[config.mk]
export PLATFORM = sky130hd
export DESIGN_NAME = hcp_port
export DESIGN_NICKNAME = d
export VERILOG_FILES = /design/src/rtl/hcp_pkg.sv /design/src/rtl/hcp_sync.sv /design/src/rtl/hcp_shift.sv /design/src/rtl/hcp_regfile.sv /design/src/rtl/hcp_port.sv
export SDC_FILE = /design/constraint.sdc
export NUM_CORES = 1
export LEC_CHECK = 0
export ABC_AREA = 1
export ABC_CLOCK_PERIOD_IN_PS = 5200
export BUFFER_PORTS_ARGS = -buffer_cell sky130_fd_sc_hd__clkbuf_2
export CORE_MARGIN = 1
export CORE_UTILIZATION = 49
export DETAILED_ROUTE_END_ITERATION = 7
export PLACE_DENSITY_LB_ADDON = 0.05
export SLEW_MARGIN = 25
export SYNTH_ARGS = -nofsm -noshare
export SYNTH_HDL_FRONTEND = slang
export SYNTH_SLANG_ARGS = --single-unit
[constraint.sdc]
create_clock -name clk -period 5.2 [get_ports clk]
set_clock_uncertainty 0.2 [all_clocks]
set_input_delay 0.78 -clock clk [delete_from_list [all_inputs] [get_ports clk]]
set_output_delay 0.78 -clock clk [all_outputs]
set_load 0.01 [all_outputs]
[src/rtl/hcp_pkg.sv]
package hcp_pkg;
  localparam int WORD_W = 24;
  localparam logic [7:0] CMD_WR       = 8'hF2;
  localparam logic [7:0] CMD_RD       = 8'hF4;
  localparam logic [7:0] CMD_SYS      = 8'hF5;
  localparam logic [7:0] CMD_SEL_LO   = 8'h70;
  localparam logic [7:0] CMD_SEL_HI   = 8'h7B;
  localparam logic [7:0] ADDR_SWRST   = 8'hAA;

  typedef enum logic [2:0] {OP_NONE, OP_SYS, OP_WR, OP_RD, OP_SEL} op_e;

  // field order follows the shift order: address byte, data byte, command
  typedef struct packed {
    logic [7:0] addr;
    logic [7:0] data;
    logic [7:0] cmd;
  } word_t;
endpackage

[src/rtl/hcp_sync.sv]
module hcp_sync #(
  parameter int W = 3,
  parameter int STAGES = 2,
  parameter logic [W-1:0] RST_VAL = '0
) (
  input  logic         clk,
  input  logic         rst_n,
  input  logic [W-1:0] d,
  output logic [W-1:0] q
);
  logic [W-1:0] chain [STAGES];

  for (genvar g = 0; g < STAGES; g++) begin : g_stage
    always_ff @(posedge clk or negedge rst_n) begin
      if (!rst_n) chain[g] <= RST_VAL;
      else if (g == 0) chain[g] <= d;
      else chain[g] <= chain[(g == 0) ? 0 : g-1];
    end
  end

  assign q = chain[STAGES-1];
endmodule

[src/rtl/hcp_shift.sv]
module hcp_shift
  import hcp_pkg::*;
(
  input  logic  clk,
  input  logic  rst_n,
  input  logic  sclk,
  input  logic  sdat,
  input  logic  ld_n,
  output word_t word,
  output logic  sclk_rise,
  output logic  ld_fall
);
  logic              sclk_q, ld_q;
  logic [WORD_W-1:0] sr;

  assign sclk_rise = sclk & ~sclk_q;
  assign ld_fall   = ~ld_n & ld_q;
  assign word      = word_t'(sr);

  always_ff @(posedge clk or negedge rst_n) begin
    if (!rst_n) begin
      sclk_q <= 1'b0;
      ld_q   <= 1'b1;
      sr     <= '0;
    end else begin
      sclk_q <= sclk;
      ld_q   <= ld_n;
      if (sclk_rise && ld_n) sr <= {sr[WORD_W-2:0], sdat};
    end
  end
endmodule

[src/rtl/hcp_regfile.sv]
module hcp_regfile #(
  parameter int NREG = 16
) (
  input  logic              clk,
  input  logic              rst_n,
  input  logic              wr_en,
  input  logic [7:0]        wr_addr,
  input  logic [7:0]        wr_data,
  input  logic [7:0]        rd_addr,
  output logic [7:0]        rd_data,
  output logic [NREG*8-1:0] params
);
  for (genvar g = 0; g < NREG; g++) begin : g_reg
    always_ff @(posedge clk or negedge rst_n) begin
      if (!rst_n) params[g*8 +: 8] <= '0;
      else if (wr_en && wr_addr == 8'(g)) params[g*8 +: 8] <= wr_data;
    end
  end

  always_comb begin
    rd_data = '0;
    for (int i = 0; i < NREG; i++)
      if (rd_addr == 8'(i)) rd_data = params[i*8 +: 8];
  end
endmodule

[src/rtl/hcp_port.sv]
module hcp_port
  import hcp_pkg::*;
#(
  parameter int NREG    = 16,
  parameter int NSRC    = 12,
  parameter int GAP_CYC = 64
) (
  input  logic              clk,
  input  logic              rst_n,
  input  logic              host_clk,
  input  logic              host_dat,
  input  logic              host_ld_n,
  input  logic [NSRC-1:0]   stat_src,
  output logic              stat_pin,
  output logic              sense,
  output logic              proc_rst,
  output logic [NREG*8-1:0] params
);
  localparam int CW = $clog2(GAP_CYC + 1);

  logic [2:0] sync_q;
  word_t      word;
  logic       sclk_rise, ld_fall;
  op_e        op;
  logic       sys_en, wr_fire, gap_go, busy, rd_mode, src_bit;
  logic [CW-1:0] gap_cnt;
  logic [7:0] rd_data, rd_sr;
  logic [3:0] sel_q;

  hcp_sync #(.W(3), .STAGES(2), .RST_VAL(3'b100)) u_sync (
    .clk(clk), .rst_n(rst_n),
    .d({host_ld_n, host_clk, host_dat}), .q(sync_q));

  hcp_shift u_shift (
    .clk(clk), .rst_n(rst_n), .sclk(sync_q[1]), .sdat(sync_q[0]),
    .ld_n(sync_q[2]), .word(word), .sclk_rise(sclk_rise), .ld_fall(ld_fall));

  always_comb begin
    op = OP_NONE;
    if (ld_fall) begin
      if (word.cmd == CMD_SYS) op = OP_SYS;
      else if (word.cmd == CMD_WR) op = sys_en ? OP_WR : OP_NONE;
      else if (word.cmd == CMD_RD) op = sys_en ? OP_RD : OP_NONE;
      else if (word.cmd >= CMD_SEL_LO && word.cmd <= CMD_SEL_HI) op = OP_SEL;
    end
  end

  assign wr_fire = (op == OP_WR) && (word.addr != ADDR_SWRST);
  assign gap_go  = (op == OP_WR) || (op == OP_RD);
  assign busy    = (gap_cnt != '0);
  assign sense   = busy;

  hcp_regfile #(.NREG(NREG)) u_regs (
    .clk(clk), .rst_n(rst_n), .wr_en(wr_fire), .wr_addr(word.addr),
    .wr_data(word.data), .rd_addr(word.addr), .rd_data(rd_data), .params(params));

  always_ff @(posedge clk or negedge rst_n) begin
    if (!rst_n) begin
      sys_en   <= 1'b0;
      gap_cnt  <= '0;
      rd_mode  <= 1'b0;
      rd_sr    <= '0;
      sel_q    <= '0;
      proc_rst <= 1'b0;
    end else begin
      proc_rst <= (op == OP_WR) && (word.addr == ADDR_SWRST);
      if (op == OP_SYS) sys_en <= 1'b1;
      if (gap_go) gap_cnt <= CW'(GAP_CYC);
      else if (busy) gap_cnt <= gap_cnt - 1'b1;
      if (op == OP_RD) begin
        rd_mode <= 1'b1;
        rd_sr   <= rd_data;
      end else if (op == OP_SEL) begin
        rd_mode <= 1'b0;
        sel_q   <= word.cmd[3:0];
      end else if (rd_mode && sclk_rise && !busy) begin
        rd_sr <= {rd_sr[6:0], 1'b0};
      end
    end
  end

  always_comb begin
    src_bit = 1'b0;
    for (int i = 0; i < NSRC; i++)
      if (sel_q == 4'(i)) src_bit = stat_src[i];
  end

  assign stat_pin = rd_mode ? rd_sr[7] : src_bit;
endmodule

[Word-level counts from Yosys, hierarchy flattened]
Cells that the tools add are included.
Storage, ports and cells
  register bits: 182
  output and inout bits: 131
  input port bits: 17
  logic and storage cells: 146
Operators by class
  mux-type cells: 43
  equality and inequality tests: 36
  magnitude comparators: 2
  add/sub/neg operators: 1
  bitwise logic cells: 5
  reduce and logical (&&, ||, !) cells: 32
Operators with widths (number)
  2-to-1 mux 8 bit: 19
  equality test 8 x 4 -> 1 bit, second input constant: 8
  equality test 8 x 3 -> 1 bit, second input constant: 4
  equality test 8 bit, second input constant: 4
  logical AND 1 bit: 22
  equality test 4 x 3 -> 1 bit, second input constant: 4
  equality test 4 bit, second input constant: 4
  equality test 8 x 2 -> 1 bit, second input constant: 2
  2-to-1 mux 1 bit: 15
  2-to-1 mux 3 bit: 5
  2-to-1 mux 7 bit: 2
  equality test 4 x 2 -> 1 bit, second input constant: 2
  equality test 8 x 1 -> 1 bit, second input constant: 1
  >= comparator 8 x 7 -> 1 bit, second input constant: 1
  <= comparator 8 x 7 -> 1 bit, second input constant: 1
  logical NOT 8 bit: 1
  inequality test 8 bit, second input constant: 1
  nonzero test 7 bit: 1
  subtractor 7 x 1 -> 7 bit, second input constant: 1
  equality test 3 x 2 -> 1 bit, second input constant: 2
  nonzero test 2 bit: 3
  equality test 4 x 1 -> 1 bit, second input constant: 1
  logical NOT 4 bit: 1
  2-to-1 mux 2 bit: 2
  other kinds (8): 12

[Logic depth before layout (Yosys ltp)]
  depth after elaboration: 18
  mapped depth: 16
  depth with buffers taken out: 16

[By module]
From an unflattened synthesis, not the netlist that was laid out.
Unflattened totals
  cell total of the unflattened synthesis: 1039
  area total of the unflattened synthesis: 8747.1 um^2
Modules (own cells, without submodules)
  hcp_regfile: instances 1, area each 6070.8 um^2, cells each 732, sequential area each 3203.1 um^2
  hcp_port: instances 1, area each 1405.1 um^2, cells each 184, sequential area each 550.5 um^2
  hcp_shift: instances 1, area each 1096.1 um^2, cells each 114, sequential area each 651.9 um^2
  hcp_sync: instances 1, area each 175.2 um^2, cells each 9, sequential area each 152.6 um^2

[Worst setup path before layout]
Ideal clock, no wire load.
  path kind: register -> register
  start point: register u_shift.sr[3] (netlist: u_shift.word[3])
  end point: register u_regs.params[53]
  period minus slack after synthesis: 2.285 ns
  data arrival time: 1.953 ns
  cell stages (with the launch flop): 11
  setup slack: 2.915 ns
  library setup time: 0.131 ns
  required time: 4.869 ns
  path buffers: 2
  cells stage by stage: dfrtp_1 nor3_2 nand4_1 a21oi_2 nand3_2 a31oi_4 buf_12 nand2_4 buf_2 nand2_1 o21ai_1
Between the ends
  word-level cells in the longest chain between the ends: 10
  elaborated cells on any way between the ends: 14
  those cells by class: order compare (2); eq/ne (4); mux (5); reduce/logical (3)
Ends and longest elaborated chain
  from (decl): line hcp_shift.sv:14  | logic [WORD_W-1:0] sr;
  from (signal assigned): line hcp_shift.sv:28  | if (sclk_rise && ld_n) sr <= {sr[WORD_W-2:0], sdat};
  >= comparator 8 x 7 -> 1 bit / <= comparator 8 x 7 -> 1 bit (equally long branches): line hcp_port.sv:44  | else if (word.cmd >= CMD_SEL_LO && word.cmd <= CMD_SEL_HI) op = OP_SEL;
  logical AND 1 bit: line hcp_port.sv:44
  2-to-1 mux 3 bit: line hcp_port.sv:44
  2-to-1 mux 3 bit: line hcp_port.sv:43  | else if (word.cmd == CMD_RD) op = sys_en ? OP_RD : OP_NONE;
  2-to-1 mux 3 bit: line hcp_port.sv:42  | else if (word.cmd == CMD_WR) op = sys_en ? OP_WR : OP_NONE;
  2-to-1 mux 3 bit *: line hcp_port.sv:41  | if (word.cmd == CMD_SYS) op = OP_SYS;
  2-to-1 mux 3 bit *: line hcp_port.sv:40  | if (ld_fall) begin
  equality test 3 x 2 -> 1 bit *: line hcp_port.sv:48  | assign wr_fire = (op == OP_WR) && (word.addr != ADDR_SWRST);
  logical AND 1 bit *: line hcp_port.sv:48
  logical AND 1 bit *: line hcp_regfile.sv:16  | else if (wr_en && wr_addr == 8'(g)) params[g*8 +: 8] <= wr_data;
  to (signal, indexed assignment): line hcp_regfile.sv:16
  to (decl): line hcp_regfile.sv:11  | output logic [NREG*8-1:0] params
Every way passes the cells marked *; elsewhere a longest branch is shown, timed or not.
A chain may end at the register's enable or synchronous reset.

[Worst setup path after layout]
  start point: register u_shift.sr[3] (netlist: u_shift.word[3])
  end point: register u_regs.params[76]
Same word-level chain as after synthesis.

==> flow_metrics.py <==
metrics = {
    "outcome": {
        "status": "finished, final reports clean",
    },
    "cts": {
        "clk_pin_slew_worst_paths_ns": 0.07,
        "h-tree-depth": 4,
        "ctsHoldBuffers": 0,
        "cts_tree": "built",
        "cts_resized": 0,
        "clockBufferDepth": 2,
        "cts_root_buf": "clkbuf_16",
        "cts_sinks": 182,
        "cts_setup_buffers": 0,
        "clock_latency_ns": 0.43,
        "numCtsBuffers": 17,
    },
    "setup_path": {
        "crit_required_ns": 5.27,
        "r2r_start": "u_shift.word[3]",
        "path_class": "flop to flop",
        "reg2reg_setup_slack_ns": 1.81,
        "cp_slowest_cell": "a31oi_4",
        "cp_num_buf_inv": 0,
        "crit_path_cell_trace": "nor3_2 -> nand4_1 -> a21oi_2 -> nand3_2 -> a31oi_4 -> nand2_1 -> nand2_1 -> o21ai_0",
        "cp-start-kind": "flop",
        "worstSetupStartpoint": "u_shift.word[3]",
        "crit_family": "simple AND/OR/NAND/NOR gates",
        "cp_max_fo": 16,
        "cp_common_cell": "nand2_1",
        "max_stage_delay_ns": 0.78,
        "arrival_ns": 3.46,
        "end_kind": "flop",
    },
    "floorplanning": {
        "rows": 46,
        "io-pin-count": 148,
        "die_h_um": 131,
        "start_util_pct": 50.6,
        "fp.dieW_um": 131,
        "die_area_mm2": 0.0171,
        "core_mm2": 0.0161,
    },
    "route": {
        "post-route-drc-count": 0,
        "ant_nets": 0,
        "wirelength_mm": 21.5,
        "drt-pass1-iter-count": 5,
        "via_per_inst": 5.17,
        "wl_per_cell_um": 16.1,
        "drt_iter0_markers": 532,
        "dr_total_vias": 6880,
    },
    "synthesis": {
        "syn_inst": 968,
        "ys_seq_area_share_pct": 56.1,
        "synth-edff-count": 0,
        "async_flop_share_pct": 100,
        "synth_top_area_share_pct": 55.1,
        "synthTopCellsByArea": "dfrtp_1 (55%), nand2_1 (13%), o21ai_0 (5.3%), o21ai_1 (4.9%), nor2_1 (4.8%)",
        "synth_common_cells": "nand2_1 (290), dfrtp_1 (179), nor2_1 (105)",
        "syn_nets": 986,
        "synthFlopType": "dfrtp_1",
        "yosysUniqueCellTypes": 36,
        "avgSynthCellArea_um2": 8.40,
        "yosysTopAreaCell": "dfrtp_1",
        "synth.most_common_cell": "nand2_1",
        "yosysWarnings": 0,
        "syn_area_mm2": 0.00813,
        "yosys_register_bits": 182,
    },
    "sta": {
        "whs_ns": 0.150,
        "relSlewSlack_pct": 28.5,
        "finalCriticalPeriod_ns": 3.39,
        "timing.fmax_mhz": 295,
        "setup_viol": 0,
        "timing.final.crit_share_pct": 65.2,
        "rsz0062_at_grt": "no",
        "tightestPinTransition_ns": 1.06,
        "hold_viol": 0,
        "tns_ns": 0,
        "maxSlewViolCount": 0,
    },
    "min_path": {
        "min_from": "u_sync.chain[4]",
        "min_path_type": "flop to flop",
    },
    "layout": {
        "areaGrowthSynthToFinish_pct": 17.3,
        "diodes": 0,
        "drive_gt1_share_pct": 18.3,
        "final_nets": 1119,
        "fillCellCount": 1466,
    },
    "power_and_ir_drop": {
        "power_density_mw_per_mm2": 326,
        "ir_worst_vdd_v": 0.000221,
        "p_leak_nw": 4.69,
    },
    "global_routing": {
        "grt_first_pass_wirelength_mm": 33.5,
        "overflow": 0,
        "grt_max_degree": 93,
        "antenna_found_initial": 0,
        "grt_pass1_vias": 6307,
        "grt_usage_pct": 26.3,
    },
    "placement": {
        "gp_congestion": 0.839,
        "numPortBuffers": 147,
        "dpl.hpwl_mm": 14.9,
    },
    "run": {
        "maxCapViolations": 0,
    },
}
==> where the power goes <==
group	internal (mW)	switching, mW	leakage (nW)
clock network	0.738	0.549	0.274
registers	1.46	0.0319	2.51
logic	0.0840	0.247	1.91
total	2.29	0.828	4.69
==> logic make-up after synthesis <==
group | synth area share [%]
buffers and inverters | 6.20
XOR/XNOR | 0.108
AO/OA/AOI/OAI | 12.3
flip-flops | 56.1
AND/OR/NAND/NOR | 25.1
multiplexers | 0.138
adder cells (fa/ha/maj) | 0.154
==> routing by layer <==
layer | global-route usage (%) | wire [um] | vias to the layer above
met5 | 0 | 0 | -
met2 | 43.0 | 10300 | 187
met4 | 7.91 | 379 | 0
met3 | 3.99 | 896 | 31
li1 | - | - | 3412
met1 | 36.4 | 9860 | 3250
==> through the flow <==
stage / total power, mW / util [%] / cells / instance area, um^2 / setup slack [ns]
6_report: 3.11 / 59.4 / 1330 / 9540 / 1.81
5_1_grt: 3.24 / 59.4 / 1330 / 9540 / 1.52
3_3_place_gp: 1.85 / 55.8 / 1298 / 8950 / 1.97
4_1_cts: 3.14 / 59.4 / 1330 / 9540 / 1.81
3_5_place_dp: 1.86 / 55.8 / 1298 / 8950 / 1.87
2_1_floorplan: 1.72 / - / 968 / 8130 / 2.92
==> registers in the layout, summed over array words and instances (netlist names) <==
name and count:
u_regs.params 128, u_shift.word 24, rd_sr 8, gap_cnt 7, sel_q 4, u_sync.chain 3
u_sync.q 3, proc_rst 1, rd_mode 1, sys_en 1, u_shift.ld_q 1, u_shift.sclk_q 1
==> worst paths after layout <==
| check | endpoint | cells past startpoint |
|---|---|---|
| worst max-delay path | u_regs.params[76] | 8 |
| min in group asynchronous | gap_cnt[1] | 1 |
| max in group asynchronous | u_shift.word[12] | 2 |
| worst max register to register | u_regs.params[76] | 8 |
| worst min register to register | u_sync.q[1] | 0 |
| worst min-delay path | u_sync.q[1] | 0 |
==> final cells by class <==
cell class                 instances  area, um^2  share of cell area, %
sequential                       182        4560                   47.8
multi-input combinational        672        3070                   32.2
timing repair buffer             150         764                   8.01
clock buffer                      22         464                   4.87
inverter                          78         293                   3.07
tap                              216         270                   2.83
clock inverter                    10         121                   1.27
==> layout by cell type (no fill, tap or decap), types with 2 or more instances in the layout <==
| master | netlist | layout |
|---|---|---|
| a211oi_1 | 3 | 3 |
| inv_6 | 0 | 3 |
| nor2_1 | 105 | 105 |
| or2_2 | 3 | 3 |
| inv_1 | 78 | 78 |
| nand2_4 | 9 | 9 |
| o221ai_1 | 2 | 2 |
| bufinv_16 | 0 | 2 |
| o21ai_1 | 80 | 80 |
| clkbuf_2 | 0 | 146 |
| dfstp_2 | 3 | 3 |
| o22ai_1 | 2 | 2 |
| nor4_1 | 2 | 2 |
| nand4_1 | 29 | 29 |
| a21oi_1 | 12 | 12 |
| nand2_1 | 290 | 290 |
| buf_4 | 0 | 3 |
| o21ai_0 | 86 | 86 |
| clkbuf_8 | 0 | 2 |
| o2111ai_1 | 2 | 2 |
| clkbuf_1 | 16 | 3 |
| dfrtp_1 | 179 | 179 |
| nand3_2 | 3 | 3 |
| nor3_1 | 8 | 8 |
| clkinvlp_4 | 0 | 4 |
| nand3_1 | 24 | 24 |
| clkbuf_16 | 0 | 17 |
==> worst reg2reg max path, stage by stage, from the launching register on <==
cell and delay [ns]:
dfrtp_1 0.43, nor3_2 0.23, nand4_1 0.17, a21oi_2 0.40, nand3_2 0.18, a31oi_4 0.78
nand2_1 0.56, nand2_1 0.19, o21ai_0 0.10
(Power assumes the default switching activity.)
